<file path="src/rtl/hpg_pkg.sv">
package hpg_pkg;
  localparam int unsigned HPG_NSH = 4;  // regions that can be granted

  typedef enum logic [1:0] {
    MODE_SH_MEM = 2'd0,
    MODE_SH_PER = 2'd1,
    MODE_HO_MEM = 2'd2,
    MODE_HO_PER = 2'd3
  } hpg_mode_e;

  typedef enum logic [2:0] {
    RG_SRAM = 3'd0,
    RG_DRAM = 3'd1,
    RG_XMEM = 3'd2,
    RG_PUB  = 3'd3,
    RG_PRIV = 3'd4,
    RG_NONE = 3'd5
  } hpg_region_e;

  typedef struct packed {
    logic ok;    // host may reach the region
    logic excl;  // host owns the region outright
  } hpg_perm_t;

  function automatic hpg_perm_t hpg_permit(hpg_mode_e m, hpg_region_e r);
    hpg_perm_t p;
    p = '0;
    case (m)
      MODE_SH_MEM: p.ok = (r == RG_SRAM) || (r == RG_DRAM) || (r == RG_XMEM);
      MODE_SH_PER: p.ok = (r == RG_PUB);
      MODE_HO_MEM: begin
        p.ok   = (r == RG_SRAM);
        p.excl = (r == RG_SRAM);
      end
      default: begin
        p.ok   = (r == RG_PUB);
        p.excl = (r == RG_PUB);
      end
    endcase
    return p;
  endfunction
endpackage

</file>
<file path="src/rtl/hpg_decode.sv">
module hpg_decode
  import hpg_pkg::*;
#(
  parameter int unsigned     AW        = 24,
  parameter logic [AW-1:0]   DRAM_BASE = 24'h040000,
  parameter logic [AW-1:0]   HOLE_BASE = 24'h050000,
  parameter logic [AW-1:0]   XMEM_BASE = 24'h100000,
  parameter logic [AW-1:0]   PUB_BASE  = 24'hF00000,
  parameter logic [AW-1:0]   PRIV_BASE = 24'hF80000
) (
  input  logic [AW-1:0] addr,
  output hpg_region_e   region
);
  // Ascending windows: the highest base not above the address wins.
  always_comb begin
    if (addr >= PRIV_BASE)      region = RG_PRIV;
    else if (addr >= PUB_BASE)  region = RG_PUB;
    else if (addr >= XMEM_BASE) region = RG_XMEM;
    else if (addr >= HOLE_BASE) region = RG_NONE;
    else if (addr >= DRAM_BASE) region = RG_DRAM;
    else                        region = RG_SRAM;
  end
endmodule

</file>
<file path="src/rtl/hpg_rr_arb.sv">
module hpg_rr_arb #(
  parameter int unsigned N = 4
) (
  input  logic         clk,
  input  logic         rst_n,
  input  logic [N-1:0] host_req,
  input  logic [N-1:0] dsp_req,
  input  logic [N-1:0] excl,
  output logic [N-1:0] host_gnt,
  output logic [N-1:0] dsp_gnt
);
  for (genvar i = 0; i < N; i++) begin : g_slot
    logic host_prio_q;
    logic both;

    assign both        = host_req[i] & dsp_req[i] & ~excl[i];
    assign host_gnt[i] = host_req[i] & (excl[i] | ~dsp_req[i] | host_prio_q);
    assign dsp_gnt[i]  = dsp_req[i] & ~excl[i] & ~host_gnt[i];

    // Whoever wins a contended cycle yields priority to the other side.
    always_ff @(posedge clk or negedge rst_n) begin
      if (!rst_n)    host_prio_q <= 1'b1;
      else if (both) host_prio_q <= ~host_gnt[i];
    end
  end
endmodule

</file>
<file path="src/rtl/hpg_gate.sv">
module hpg_gate
  import hpg_pkg::*;
#(
  parameter int unsigned   AW        = 24,
  parameter int unsigned   DW        = 16,
  parameter logic [AW-1:0] DRAM_BASE = 24'h040000,
  parameter logic [AW-1:0] HOLE_BASE = 24'h050000,
  parameter logic [AW-1:0] XMEM_BASE = 24'h100000,
  parameter logic [AW-1:0] PUB_BASE  = 24'hF00000,
  parameter logic [AW-1:0] PRIV_BASE = 24'hF80000
) (
  input  logic              clk,
  input  logic              rst_n,
  input  logic [1:0]        mode_i,
  input  logic              err_clr_i,
  input  logic              req_valid_i,
  output logic              req_ready_o,
  input  logic              req_write_i,
  input  logic [AW-1:0]     req_addr_i,
  input  logic [DW-1:0]     req_wdata_i,
  output logic              rsp_valid_o,
  input  logic              rsp_ready_i,
  output logic              rsp_err_o,
  output logic [DW-1:0]     rsp_rdata_o,
  input  logic [HPG_NSH-1:0] dsp_req_i,
  output logic [HPG_NSH-1:0] dsp_gnt_o,
  output logic              tgt_valid_o,
  output logic [2:0]        tgt_region_o,
  output logic              tgt_write_o,
  output logic [AW-1:0]     tgt_addr_o,
  output logic [DW-1:0]     tgt_wdata_o,
  input  logic [DW-1:0]     tgt_rdata_i,
  output logic [1:0]        stat_mode_o,
  output logic              stat_busy_o,
  output logic              stat_err_o,
  output logic [AW-1:0]     dbg_addr_o,
  output logic [DW-1:0]     dbg_data_o,
  output logic              dbg_write_o
);
  typedef enum logic [1:0] {ST_IDLE, ST_WAIT, ST_RESP} st_e;

  st_e              state_q;
  logic [AW-1:0]    addr_q;
  logic [DW-1:0]    wdata_q;
  logic             write_q;
  logic [DW-1:0]    rdata_q;
  logic             err_q;
  logic             sticky_q;
  logic [AW-1:0]    dbg_addr_q;
  logic [DW-1:0]    dbg_data_q;
  logic             dbg_write_q;

  hpg_mode_e        mode;
  hpg_region_e      region;
  logic             allowed;
  logic             refuse;
  logic             fire;
  logic [HPG_NSH-1:0] host_req, host_gnt, excl;
  logic [DW-1:0]    done_data;

  assign mode = hpg_mode_e'(mode_i);

  hpg_decode #(
    .AW(AW), .DRAM_BASE(DRAM_BASE), .HOLE_BASE(HOLE_BASE),
    .XMEM_BASE(XMEM_BASE), .PUB_BASE(PUB_BASE), .PRIV_BASE(PRIV_BASE)
  ) u_decode (
    .addr  (addr_q),
    .region(region)
  );

  assign allowed = hpg_permit(mode, region).ok;
  assign refuse  = (state_q == ST_WAIT) && !allowed;

  for (genvar i = 0; i < HPG_NSH; i++) begin : g_region
    assign excl[i]     = hpg_permit(mode, hpg_region_e'(3'(i))).excl;
    assign host_req[i] = (state_q == ST_WAIT) && allowed &&
                         (region == hpg_region_e'(3'(i)));
  end

  hpg_rr_arb #(.N(HPG_NSH)) u_arb (
    .clk     (clk),
    .rst_n   (rst_n),
    .host_req(host_req),
    .dsp_req (dsp_req_i),
    .excl    (excl),
    .host_gnt(host_gnt),
    .dsp_gnt (dsp_gnt_o)
  );

  assign fire      = |host_gnt;
  assign done_data = write_q ? wdata_q : (refuse ? '0 : tgt_rdata_i);

  always_ff @(posedge clk or negedge rst_n) begin
    if (!rst_n) begin
      state_q     <= ST_IDLE;
      addr_q      <= '0;
      wdata_q     <= '0;
      write_q     <= 1'b0;
      rdata_q     <= '0;
      err_q       <= 1'b0;
      dbg_addr_q  <= '0;
      dbg_data_q  <= '0;
      dbg_write_q <= 1'b0;
    end else begin
      case (state_q)
        ST_IDLE: if (req_valid_i) begin
          addr_q  <= req_addr_i;
          wdata_q <= req_wdata_i;
          write_q <= req_write_i;
          state_q <= ST_WAIT;
        end
        ST_WAIT: if (refuse || fire) begin
          err_q       <= refuse;
          rdata_q     <= (refuse || write_q) ? '0 : tgt_rdata_i;
          dbg_addr_q  <= addr_q;
          dbg_data_q  <= done_data;
          dbg_write_q <= write_q;
          state_q     <= ST_RESP;
        end
        default: if (rsp_ready_i) state_q <= ST_IDLE;
      endcase
    end
  end

  // Sticky refusal flag: a new refusal beats a clear in the same cycle.
  always_ff @(posedge clk or negedge rst_n) begin
    if (!rst_n)         sticky_q <= 1'b0;
    else if (refuse)    sticky_q <= 1'b1;
    else if (err_clr_i) sticky_q <= 1'b0;
  end

  assign req_ready_o  = (state_q == ST_IDLE);
  assign rsp_valid_o  = (state_q == ST_RESP);
  assign rsp_err_o    = err_q;
  assign rsp_rdata_o  = rdata_q;
  assign tgt_valid_o  = fire;
  assign tgt_region_o = region;
  assign tgt_write_o  = write_q;
  assign tgt_addr_o   = addr_q;
  assign tgt_wdata_o  = wdata_q;
  assign stat_mode_o  = mode_i;
  assign stat_busy_o  = (state_q != ST_IDLE);
  assign stat_err_o   = sticky_q;
  assign dbg_addr_o   = dbg_addr_q;
  assign dbg_data_o   = dbg_data_q;
  assign dbg_write_o  = dbg_write_q;
endmodule

</file>
<file path="config.mk">
export PLATFORM = sky130hd
export DESIGN_NAME = hpg_gate
export DESIGN_NICKNAME = d
export VERILOG_FILES = /design/src/rtl/hpg_pkg.sv /design/src/rtl/hpg_decode.sv /design/src/rtl/hpg_rr_arb.sv /design/src/rtl/hpg_gate.sv
export SDC_FILE = /design/constraint.sdc
export NUM_CORES = 1
export LEC_CHECK = 0
export ABC_AREA = 1
export BUFFER_PORTS_ARGS = -buffer_cell sky130_fd_sc_hd__buf_2
export CORE_ASPECT_RATIO = 2
export CORE_MARGIN = 5
export CORE_UTILIZATION = 35
export DETAILED_ROUTE_END_ITERATION = 12
export GPL_ROUTABILITY_DRIVEN = 1
export PLACE_DENSITY = 0.72
export SLEW_MARGIN = 20
export SYNTH_ARGS = -nofsm -noshare
export SYNTH_HDL_FRONTEND = slang
export SYNTH_SLANG_ARGS = --single-unit
</file>
<file path="constraint.sdc">
create_clock -name clk -period 4.2 [get_ports clk]
set_input_delay 0.84 -clock clk [delete_from_list [all_inputs] [get_ports clk]]
set_output_delay 0.84 -clock clk [all_outputs]
set_load 0.01 [all_outputs]
</file>
Yosys cells after proc, flatten, opt, wreduce, memory -nomap -nowiden
Index checks and enable logic that the tools add are counted.
- order comparisons: 5
- mux-type cells: 17
- reductions and logical operators: 22
- bitwise gates (word level): 31
- equal/unequal tests: 9
- operators with widths (kind ; number):
    $ge 24x19->1 const B ; 2
    $ge 24x24->1 const B ; 2
    $mux 16 ; 3
    $ge 24x21->1 const B ; 1
    $and 1x1->1 ; 16
    $mux 3 ; 4
    $not 1->1 ; 9
    $eq 3x2->1 const B ; 2
    $logic_and 1x1->1 ; 6
    $mux 2 ; 3
    $or 1x1->1 ; 6
    $mux 1 ; 5
    $eq 2x1->1 const B ; 2
    $eq 2x2->1 const B ; 2
    $logic_not 2->1 ; 2
    $logic_or 1x1->1 ; 4
    $pmux 2 s2 ; 1
    $reduce_and 2->1 ; 2
    $reduce_bool 2->1 ; 2
    $reduce_or 4->1 ; 1
    $eq 3x1->1 const B ; 1
    $logic_not 3->1 ; 1
    $reduce_and 3->1 ; 1
    $reduce_bool 3->1 ; 1
    5 further kinds ; 5
- input port bits: 68
- word-level logic and storage cells: 98
- flip-flop bits (word level): 106
- output and inout bits: 113

Logic depth before layout (Yosys ltp)
Gate-level depths: netlist of run 1.
- word-level depth: 17
- mapped depth: 17
- mapped depth without buffers: 15

By module
A second synthesis of run 1 with hierarchy kept.
- cell total of the unflattened synthesis: 500
- area total of the unflattened synthesis: 4660.7 um2
- modules (own cells, without submodules) (module ; area each (um2) ; seq. area each (um2) ; instances ; cells an instance):
    hpg_gate ; 4259.1 ; 2552.4 ; 1 ; 423
    hpg_rr_arb ; 315.3 ; 105.1 ; 1 ; 56
    hpg_decode ; 86.3 ; 0.0 ; 1 ; 21

Least setup slack after synthesis of run 1
No wires, ideal clock.
- path kind: input-to-output
- start: input port mode_i[1]
- end: output port tgt_valid_o
- buffers on the path: 1
- required time: 3360 ps
- cell stages on the path: 8
- slack: 1517 ps
- data arrival time: 1843 ps
- cell sequence: inv_1 -> o21ai_0 -> or2_2 -> nand4_1 -> nand2_1 -> nor2_4 -> inv_2 -> buf_2
- longest elaborated chain between the ends: 7
- elaborated cells between the ends (all ways): 21
- classes of those cells: 2 x eq/ne; 3 x mux; 8 x bitwise; 8 x reduce/logical
- RTL lines (element ; RTL line ; source):
    start: declaration ; hpg_gate.sv:14 ; input logic [1:0] mode_i,
    $eq 2x2->1 (tied with other cells) ; - ;
    $reduce_or 3->1 (no line) ; - ;
    $mux 1 ; hpg_pkg.sv:28 ; case (m)
    $or 1x1->1 (2 in a row) ; hpg_rr_arb.sv:17 ; assign host_gnt[i] = host_req[i] & (excl[i] | ~dsp_req[i] | host_prio_q);
    $and 1x1->1 ; hpg_rr_arb.sv:17 ;
    $reduce_or 4->1 (*) ; hpg_gate.sv:90 ; assign fire = |host_gnt;
    end: declaration ; hpg_gate.sv:27 ; output logic tgt_valid_o,
Every way passes the cells marked *; elsewhere a longest branch is shown, timed or not.

Final worst setup path of run 1
- start: register addr_q[22] (netlist: tgt_addr_o[22])
- end: output port tgt_valid_o
- longest elaborated chain between the ends: 14
- elaborated cells between the ends (all ways): 27
- classes of those cells: 5 x order compare; 3 x eq/ne; 6 x mux; 4 x bitwise; 9 x reduce/logical
- RTL lines (element ; RTL line ; source):
    start: declaration ; hpg_gate.sv:43 ; logic [AW-1:0] addr_q;
    start signal: assignment ; hpg_gate.sv:107 ; addr_q <= req_addr_i;
    $ge 24x19->1 ; hpg_decode.sv:20 ; else if (addr >= DRAM_BASE) region = RG_DRAM;
    $mux 1 ; hpg_decode.sv:20 ;
    $mux 3 ; hpg_decode.sv:19 ; else if (addr >= HOLE_BASE) region = RG_NONE;
    $mux 3 ; hpg_decode.sv:18 ; else if (addr >= XMEM_BASE) region = RG_XMEM;
    $mux 3 ; hpg_decode.sv:17 ; else if (addr >= PUB_BASE) region = RG_PUB;
    $mux 3 (*) ; hpg_decode.sv:16 ; if (addr >= PRIV_BASE) region = RG_PRIV;
    $eq 3x1->1 / $logic_not 3->1 (equally long branches) ; hpg_pkg.sv:29, hpg_gate.sv:77, hpg_pkg.sv:32 ;
    $logic_or 1x1->1 (2 in a row) ; hpg_pkg.sv:29 ; MODE_SH_MEM: p.ok = (r == RG_SRAM) || (r == RG_DRAM) || (r == RG_XMEM);
    $pmux 1 s2 ; hpg_pkg.sv:28 ;
    $logic_and 1x1->1 (2 in a row) ; hpg_gate.sv:76 ; assign host_req[i] = (state_q == ST_WAIT) && allowed &&
    $and 1x1->1 ; hpg_rr_arb.sv:17 ;
    $reduce_or 4->1 (*) ; hpg_gate.sv:90 ;
Marked as above.

==> impl_metrics.env, run 1 <==
export IMPL_slowest_delay_ns=0.43
export IMPL_final_cell_mix="179 x buf_2, 171 x nand2_1, 102 x dfrtp_1"
export IMPL_worstSetupEndpointType="output pin"
export IMPL_cts_resized=0
export IMPL_grtUsageTotal_pct=16.04
export IMPL_h_tree_depth=3
export IMPL_path_clk_slew_ns=0.07
export IMPL_fp_dieW_um=90.64
export IMPL_postRouteAntennaNets=0
export IMPL_outcome="finished clean"
export IMPL_ys_seq_area_share_pct=58.38
export IMPL_clock_skew_ns=0.01171
export IMPL_firstDrtPassIters=4
export IMPL_ctsHoldBuffers=0
export IMPL_cp_slowest_cell="dfrtp_1"
export IMPL_dr_total_vias=3823
export IMPL_pre_cts_ws_ns=0.9712
export IMPL_post_cts_setup_buffers=0
export IMPL_fmax_mhz=323.0
export IMPL_hpwl_um=9517
export IMPL_clock_path_buffers=2
export IMPL_fin_crit_sh_pct=73.71
export IMPL_path_delay_family="simple AND/OR/NAND/NOR gates"
export IMPL_rows=59
export IMPL_total_leakage_power_nw=3.286
export IMPL_ff2ff_setup_slack_ns=1.31
export IMPL_synthFlopType="dfrtp_1"
export IMPL_maxSlewViolCount=0
export IMPL_crit_path_max_fanout=5
export IMPL_diodes=0
export IMPL_grt_pass1_vias=3875
export IMPL_timing_hold_ws_ns=0.4649
export IMPL_critPathKind="flip-flop to output pin"
export IMPL_cts_tree="done"
export IMPL_synth_seq_cells=106
export IMPL_n_fill_cell=1263
export IMPL_yosysTopAreaCell="dfrtp_1"
export IMPL_worst_path_most_repeated_cell="nand2_1"
export IMPL_grt_first_pass_wirelength_um=19820
export IMPL_ys_types=29
export IMPL_ir_worst_vdd_mv=0.3341
export IMPL_async_flop_share_pct=100.0
export IMPL_drive_above_1_share_pct=41.30
export IMPL_path_buf_inv=2
export IMPL_initial_utilization_pct=35.23
export IMPL_viasPerCell=4.803
export IMPL_layout_min_cycle_time_ns=3.096
export IMPL_finalSetupViolCount=0
export IMPL_areaGrowthSynthToFinish_pct=29.00
export IMPL_rsz0062_at_grt="no"
export IMPL_die_h_um=171.3
export IMPL_cp_start_kind="flip-flop"
export IMPL_crit_chain="nor2_1, nand2_1, nor3_1, nand3_1, nand3_2, nand4_1, nand2_1, nor2_4, inv_2, buf_2"
export IMPL_drt_wl_total_um=12610
export IMPL_fin_tns_setup_ns=0
export IMPL_finish_net_count=707
export IMPL_drc=0
export IMPL_syn_num_nets=534
export IMPL_yosysWarnings=0
export IMPL_drt_iter0_drc=173
export IMPL_critical_path_required_ns=3.36
export IMPL_core_mm2=0.01292
export IMPL_yosysTopAreaCellShare_pct=56.07
export IMPL_grt_max_degree=57
export IMPL_syn_inst=466
export IMPL_synth_edf_count=0
export IMPL_cap_violations=0
export IMPL_io_pins=181
export IMPL_critPathArrivalTime_ns=2.26
export IMPL_die_area_mm2=0.01552
export IMPL_numPortBuffers=180
export IMPL_cts_root_buf="clkbuf_16"
export IMPL_layout_commonest_cell="buf_2"
export IMPL_syn_area_mm2=0.004552
export IMPL_maxSlewHeadroom_pct=34.20
export IMPL_synthTopCellsByArea="dfrtp_1 56%, nand2_1 14%, mux2_2 8.7%"
export IMPL_clock_sinks=106
export IMPL_worstSkewPairLatency_ns=0.34
export IMPL_powerDensity_mw_per_mm2=824.9
export IMPL_synth_area_per_cell_um2=9.768
export IMPL_antenna_found_initial=1
export IMPL_grt_ovfl_total=0
export IMPL_gp_congestion=0.7880
export IMPL_hold_viol_final=0
export IMPL_cts_buffers=9
export IMPL_setup_ws_ns=1.104
export IMPL_holdCritPathClass="flip-flop to flip-flop"
export IMPL_routedWlPerCell_um=15.84
export IMPL_worst_slew_pin_slew_ns=0.9860
power by group:
| group | internal (W) | switching (W) |
|---|---|---|
| sequential | 0.00150 | 0.000338 |
| combinational | 0.000862 | 0.00127 |
| clock | 0.000485 | 0.000386 |
| total | 0.00285 | 0.00200 |
flip-flops by register name (all words and copies together) (netlist names):
signal and flops:
dbg_addr_o 24, tgt_addr_o 24, dbg_data_o 16, rsp_rdata_o 16
tgt_wdata_o 16, u_arb.g_slot.host_prio_q 4, state_q 2, dbg_write_o 1
rsp_err_o 1, stat_err_o 1, tgt_write_o 1
area by class of cell:
class / count / area, µm² / share of cell area [%]
inverter: 30 / 112.6 / 1.918
multi-input combinational: 307 / 1647 / 28.04
sequential: 106 / 2658 / 45.26
tap: 152 / 190.2 / 3.239
clock inverter: 6 / 72.57 / 1.236
clock buffer: 10 / 239.0 / 4.070
timing repair buffer: 185 / 953.4 / 16.24
stage by stage:
stage               cell area [µm²]  std cells  total power (W)  util, %
floorplan                      4552        466         0.003194        -
global placement               5560        780         0.003986    43.04
detailed placement             5560        780         0.004035    43.04
CTS                            5872        796         0.004918    45.45
global route                   5872        796         0.005226    45.45
finish                         5872        796         0.004844    45.45
worst register-to-register path, cell delays in order, from the launching register on:
cell and delay, ns:
dfrtp_1 0.43, nor2_1 0.19, nand2_1 0.14, nand2_2 0.13, nand2_1 0.09, nand3_2 0.09, nand3_2 0.12, nand4_2 0.13
nand2_1 0.11, nor2_4 0.19, nand2_4 0.28, inv_2 0.38, buf_4 0.37, nand2_1 0.11, nand2_1 0.08
path summary, 6_finish.rpt:
| kind | startpoint | endpoint | cells after the start |
|---|---|---|---|
| setup reg to reg | tgt_addr_o[22]$_DFFE_PN0P_ | rsp_rdata_o[15]$_DFFE_PN0P_ | 14 |
| hold reg to reg | dbg_addr_o[15]$_DFFE_PN0P_ | dbg_addr_o[15]$_DFFE_PN0P_ | 2 |
| setup / recovery | tgt_addr_o[22]$_DFFE_PN0P_ | tgt_valid_o | 10 |
| max in group asynchronous | rst_n | tgt_wdata_o[7]$_DFFE_PN0P_ | 2 |
| hold / removal | dbg_addr_o[15]$_DFFE_PN0P_ | dbg_addr_o[15]$_DFFE_PN0P_ | 2 |
| min in group asynchronous | rst_n | tgt_wdata_o[12]$_DFFE_PN0P_ | 1 |
logic make-up (layout without fill, tap and decap cells):
| group | count (synthesis) | in the layout | share of synthesized area, % |
|---|---|---|---|
| mux | 35 | 35 | 8.659 |
| buf+inv | 53 | 231 | 5.498 |
| xor+xnor | 2 | 2 | 0.3849 |
| simple gates | 240 | 240 | 22.54 |
| flops | 106 | 106 | 58.38 |
| compound gates | 30 | 30 | 4.536 |
synthesized netlist by cell type (3+ instances only):
cell,number
nand4_1,4
buf_2,10
nand3_2,3
a21oi_1,9
nand3_1,22
dfstp_2,4
o21ai_0,6
mux2_2,35
a22o_1,14
dfrtp_1,102
nand2_1,172
nor2_1,17
clkbuf_1,8
nand2_2,12
inv_1,28
per-layer routing:
metal | GRT usage [%] | vias to the layer above | wire [µm]
met2 | 28.87 | 136 | 6804
met3 | 3.676 | 30 | 755
li1 | - | 1832 | -
met1 | 17.44 | 1823 | 4538
met4 | 8.101 | 2 | 503
met5 | 0 | - | 7
No activity file was read; power rests on OpenSTA's default activity.
==> run 2: changes to the inputs <==
==> constraint.sdc (replaced) <==
create_clock -name clk -period 3 [get_ports clk]
set_input_delay 0.6 -clock clk [delete_from_list [all_inputs] [get_ports clk]]
set_output_delay 0.6 -clock clk [all_outputs]
set_load 0.01 [all_outputs]
==> impl_metrics.env, run 2 (synthesis gave the netlist of run 1 again) <==
export IMPL_fin_tns_setup_ns=0
export IMPL_die_area_mm2=0.01552
export IMPL_finish_utilization_pct=45.70
export IMPL_ff2ff_setup_slack_ns=0.52
export IMPL_fp_dieW_um=90.64
export IMPL_grtUsageTotal_pct=15.94
export IMPL_core_mm2=0.01292
export IMPL_drt_wl_total_um=12520
export IMPL_fmax_mhz=348.3
export IMPL_worst_path_most_repeated_cell="nand2_1"
export IMPL_antenna_found_initial=1
export IMPL_postRouteAntennaNets=0
export IMPL_gp_congestion=0.8111
export IMPL_path_clk_slew_ns=0.07
export IMPL_io_pins=181
export IMPL_clock_path_buffers=2
export IMPL_final_cell_mix="179 x buf_2, 171 x nand2_1, 102 x dfrtp_1"
export IMPL_critical_path_required_ns=2.40
export IMPL_slowest_delay_ns=0.42
export IMPL_cp_slowest_cell="dfrtp_1"
export IMPL_rsz0062_at_grt="no"
export IMPL_outcome="finished clean"
export IMPL_finalInstanceArea_mm2=0.005904
export IMPL_crit_chain="nor2_1, nand2_1, nor3_1, nand3_1, nand3_2, nand4_1, nand2_1, nor2_4, inv_2, buf_2"
export IMPL_grt_first_pass_wirelength_um=19550
export IMPL_maxSlewViolCount=0
export IMPL_worstSetupEndpointType="output pin"
export IMPL_setup_ws_ns=0.1291
export IMPL_drc=0
export IMPL_crit_path_max_fanout=5
export IMPL_layout_commonest_cell="buf_2"
export IMPL_hold_viol_final=0
export IMPL_routedWlPerCell_um=15.67
export IMPL_path_delay_family="simple AND/OR/NAND/NOR gates"
export IMPL_cts_buffers=9
export IMPL_hpwl_um=9504
export IMPL_powerDensity_mw_per_mm2=1151
export IMPL_dr_total_vias=3766
export IMPL_diodes=0
export IMPL_pre_cts_ws_ns=0.4815
export IMPL_die_h_um=171.3
export IMPL_initial_utilization_pct=35.23
export IMPL_worst_slew_pin_slew_ns=0.6102
export IMPL_placed_cell_area_mm2=0.005603
export IMPL_drive_above_1_share_pct=41.73
export IMPL_rows=59
export IMPL_critPathArrivalTime_ns=2.27
export IMPL_worstSkewPairLatency_ns=0.34
export IMPL_viasPerCell=4.713
export IMPL_firstDrtPassIters=4
export IMPL_maxSlewHeadroom_pct=59.32
export IMPL_total_leakage_power_nw=3.302
export IMPL_cp_start_kind="flip-flop"
export IMPL_cap_violations=0
export IMPL_finish_net_count=711
export IMPL_drt_iter0_drc=151
export IMPL_numPortBuffers=180
export IMPL_grt_ovfl_total=0
export IMPL_power_total_w=0.006799
export IMPL_areaGrowthSynthToFinish_pct=29.71
export IMPL_finalSetupViolCount=0
export IMPL_cts_tree="done"
export IMPL_path_buf_inv=2
export IMPL_grt_max_degree=50
export IMPL_clock_sinks=106
export IMPL_fin_crit_sh_pct=95.70
export IMPL_holdCritPathClass="primary input to asynchronous set/reset pin"
export IMPL_grt_pass1_vias=3823
export IMPL_layout_min_cycle_time_ns=2.871
export IMPL_clock_skew_ns=0.01002
export IMPL_ir_worst_vdd_mv=0.5522
export IMPL_h_tree_depth=3
export IMPL_critPathKind="flip-flop to output pin"
export IMPL_cts_root_buf="clkbuf_16"
==> run 2: path summary, 6_finish.rpt <==
| kind | start | endpoint | depth (start not counted) |
|---|---|---|---|
| setup / recovery | tgt_addr_o[22]$_DFFE_PN0P_ | tgt_valid_o | 10 |
| hold / removal | rst_n | dbg_addr_o[1]$_DFFE_PN0P_ | 1 |
| setup reg to reg | tgt_addr_o[22]$_DFFE_PN0P_ | dbg_data_o[9]$_DFFE_PN0P_ | 12 |
| hold reg to reg | dbg_addr_o[0]$_DFFE_PN0P_ | dbg_addr_o[0]$_DFFE_PN0P_ | 2 |
| max in group asynchronous | rst_n | dbg_data_o[0]$_DFFE_PN0P_ | 2 |
| min in group clk | err_clr_i | stat_err_o$_DFFE_PN0P_ | 2 |
==> run 2: metrics by stage <==
| step | hold WS [ns] | instances |
|---|---|---|
| floorplan | 0.3044 | 466 |
| global placement | 0.4501 | 784 |
| detailed placement | 0.4531 | 784 |
| CTS | 0.2818 | 799 |
| global route | 0.2957 | 799 |
| finish | 0.2623 | 799 |
==> run 2: timing repair <==
item,in CTS,in global routing
endpoints found under the setup margin,0,1
hold endpoints to repair,0,0
gates resized for setup,0,1
setup buffers,0,0
hold buffers,0,0
==> run 2: layout make-up <==
class	instances	area, µm²
fillers	1284	7014
flip-flops and latches	106	2658
multi-input cells	307	1649
repair buffers	189	996.0
clock buffers	9	225.2
well taps	152	190.2
inverters	30	112.6
clock inverters	6	73.82
==> run 2: metal layers <==
metal / GRT usage, % / part of all wire (%)
met4: 7.388 / 3.1
met5: 0 / 0.096
met3: 3.545 / 5.2
met2: 29.91 / 57
met1: 16.61 / 35
==> run 2: report_power, final <==
| group | switching, W | leakage [nW] | total (W) | internal [W] |
|---|---|---|---|---|
| logic | 0.00180 | 1.87 | 0.00304 | 0.00124 |
| clock network | 0.000556 | 0.140 | 0.00121 | 0.000656 |
| registers | 0.000444 | 1.30 | 0.00255 | 0.00210 |
| total | 0.00280 | 3.30 | 0.00680 | 0.00400 |
==> run 3: changes to the inputs <==
--- a/config.mk
+++ b/config.mk
@@ -13,6 +13,7 @@
 export DETAILED_ROUTE_END_ITERATION = 12
 export GPL_ROUTABILITY_DRIVEN = 1
 export PLACE_DENSITY = 0.72
+export SETUP_SLACK_MARGIN = 0.15
 export SLEW_MARGIN = 20
 export SYNTH_ARGS = -nofsm -noshare
 export SYNTH_HDL_FRONTEND = slang
==> impl_metrics.env, run 3 (synthesis gave the netlist of run 1 again) <==
export IMPL_firstDrtPassIters=4
export IMPL_grt_max_degree=50
export IMPL_grt_ovfl_total=0
export IMPL_powerDensity_mw_per_mm2=1151
export IMPL_finalInstanceArea_mm2=0.006018
export IMPL_switchingPower_w=0.002854
export IMPL_rows=59
export IMPL_holdCritPathClass="primary input to asynchronous set/reset pin"
export IMPL_drt_iter0_drc=158
export IMPL_placed_cell_area_mm2=0.005603
export IMPL_layout_min_cycle_time_ns=2.762
export IMPL_rsz0062_at_grt="no"
export IMPL_cap_violations=0
export IMPL_n_fill_cell=1281
export IMPL_viasPerCell=4.713
export IMPL_diodes=0
export IMPL_fmax_mhz=362.1
export IMPL_worstSkewPairLatency_ns=0.34
export IMPL_numPortBuffers=180
export IMPL_swShare_pct=41.20
export IMPL_comb_power_share_pct=45.6
export IMPL_die_area_mm2=0.01552
export IMPL_total_leakage_power_nw=3.348
export IMPL_rr_startpoint="tgt_addr_o[23]$_DFFE_PN0P_"
export IMPL_clock_sinks=106
export IMPL_setup_ws_ns=0.2380
export IMPL_core_mm2=0.01292
export IMPL_h_tree_depth=3
export IMPL_cts_tree="done"
export IMPL_finish_net_count=720
export IMPL_die_h_um=171.3
export IMPL_dr_total_vias=3808
export IMPL_io_pins=181
export IMPL_seqPwrFrac_pct=37.0
export IMPL_drc=0
export IMPL_internal_power_w=0.004074
export IMPL_critical_path_required_ns=2.40
export IMPL_antenna_found_initial=1
export IMPL_finalSetupViolCount=0
export IMPL_r2r_end="dbg_addr_o[1]$_DFFE_PN0P_"
export IMPL_ctsHoldBuffers=0
export IMPL_routedWlPerCell_um=15.80
export IMPL_fin_crit_sh_pct=92.07
export IMPL_clock_path_buffers=2
export IMPL_fp_dieW_um=90.64
export IMPL_cp_start_kind="flip-flop"
export IMPL_path_clk_slew_ns=0.07
export IMPL_gp_congestion=0.8111
export IMPL_initial_utilization_pct=35.23
export IMPL_worst_slew_pin_slew_ns=0.6069
export IMPL_ir_worst_vdd_mv=0.5556
export IMPL_areaGrowthSynthToFinish_pct=32.22
export IMPL_maxSlewHeadroom_pct=59.54
export IMPL_drt_wl_total_um=12770
export IMPL_pre_cts_ws_ns=0.4815
export IMPL_final_cell_mix="179 x buf_2, 168 x nand2_1, 99 x dfrtp_1"
export IMPL_clockPowerShare_pct=17.4
export IMPL_cts_buffers=9
export IMPL_worstSetupEndpointType="output pin"
export IMPL_reg2regPathDepth=15
export IMPL_fin_tns_setup_ns=0
export IMPL_critPathArrivalTime_ns=2.16
export IMPL_timing_hold_ws_ns=0.2629
export IMPL_drive_above_1_share_pct=43.75
export IMPL_clock_skew_ns=0.01028
export IMPL_hpwl_um=9504
export IMPL_hold_viol_final=0
export IMPL_critPathKind="flip-flop to output pin"
export IMPL_grtUsageTotal_pct=15.95
export IMPL_crit_path_max_fanout=5
export IMPL_grt_first_pass_wirelength_um=19570
export IMPL_outcome="finished clean"
export IMPL_layout_commonest_cell="buf_2"
export IMPL_postRouteAntennaNets=0
export IMPL_grt_pass1_vias=3816
export IMPL_cts_root_buf="clkbuf_16"
export IMPL_maxSlewViolCount=0
export IMPL_ff2ff_setup_slack_ns=0.49
## run 3: cell count changes in the layout (fill, tap and decap cells not counted), moves of 3 or more
cell     delta
buf_4       +9
dfrtp_2     +3
nand2_1     -3
nor2_4      +3
dfrtp_1     -3
## run 3: metal layers
layer / routed length, µm / track usage, %
met5: 12 / 0
met4: 406 / 7.388
met3: 645 / 3.545
met2: 7189 / 29.82
met1: 4514 / 16.72
## run 3: metrics by stage
| stage | instances | util [%] | total power, W |
|---|---|---|---|
| final | 808 | 46.59 | 0.006928 |
| after global routing | 808 | 46.59 | 0.007472 |
| after CTS | 799 | 45.76 | 0.006905 |
| after detailed placement | 784 | 43.37 | 0.005679 |
| after global placement | 784 | 43.37 | 0.005618 |
| after floorplan | 466 | - | 0.004472 |
## run 3: power groups by stage
stage               sequential, W  clock, W  combinational, W
finish                    0.00256   0.00121           0.00316
global route              0.00266   0.00130           0.00351
CTS                       0.00256   0.00123           0.00311
detailed placement        0.00257         0           0.00311
global placement          0.00256         0           0.00306
floorplan                 0.00280         0           0.00167
## run 3: what timing repair did
action | CTS | global route
setup endpoints to repair | 1 | 1
gates resized for setup | 3 | 11
pin swaps | 0 | 6
setup buffers | 0 | 9
## run 3: area by class of cell
type / count / area [µm²] / share of cell area [%]
sequential: 106 / 2661 / 44.22
multi-input combinational: 307 / 1692 / 28.11
timing repair buffer: 198 / 1064 / 17.67
clock buffer: 9 / 225.2 / 3.742
tap: 152 / 190.2 / 3.160
inverter: 30 / 112.6 / 1.871
clock inverter: 6 / 73.82 / 1.227
## run 3: how the worst max path moves through the flow
stage                                          start           to  slack [ns]  cells past startpoint
after floorplan           tgt_addr_o[20]$_DFFE_PN0P_  tgt_valid_o        0.66                     12
after CTS                 tgt_addr_o[20]$_DFFE_PN0P_  tgt_valid_o        0.19                     11
after detailed placement  tgt_addr_o[20]$_DFFE_PN0P_  tgt_valid_o        0.48                     10
after global routing      tgt_addr_o[23]$_DFFE_PN0P_  tgt_valid_o         0.1                     12
after global placement    tgt_addr_o[20]$_DFFE_PN0P_  tgt_valid_o        0.53                     10
final                     tgt_addr_o[23]$_DFFE_PN0P_  tgt_valid_o        0.24                     12
## run 3: critical path, stage by stage, from the launching register on
cell     delay [ns]
dfrtp_1        0.43
nand2_1        0.09
nor2_2         0.17
nand2_2        0.11
buf_4          0.15
nand3_1        0.09
nand3_2        0.13
nand3_4        0.12
nand4_1        0.14
nand2_1        0.14
nor2_4         0.06
inv_2          0.07
buf_2          0.13
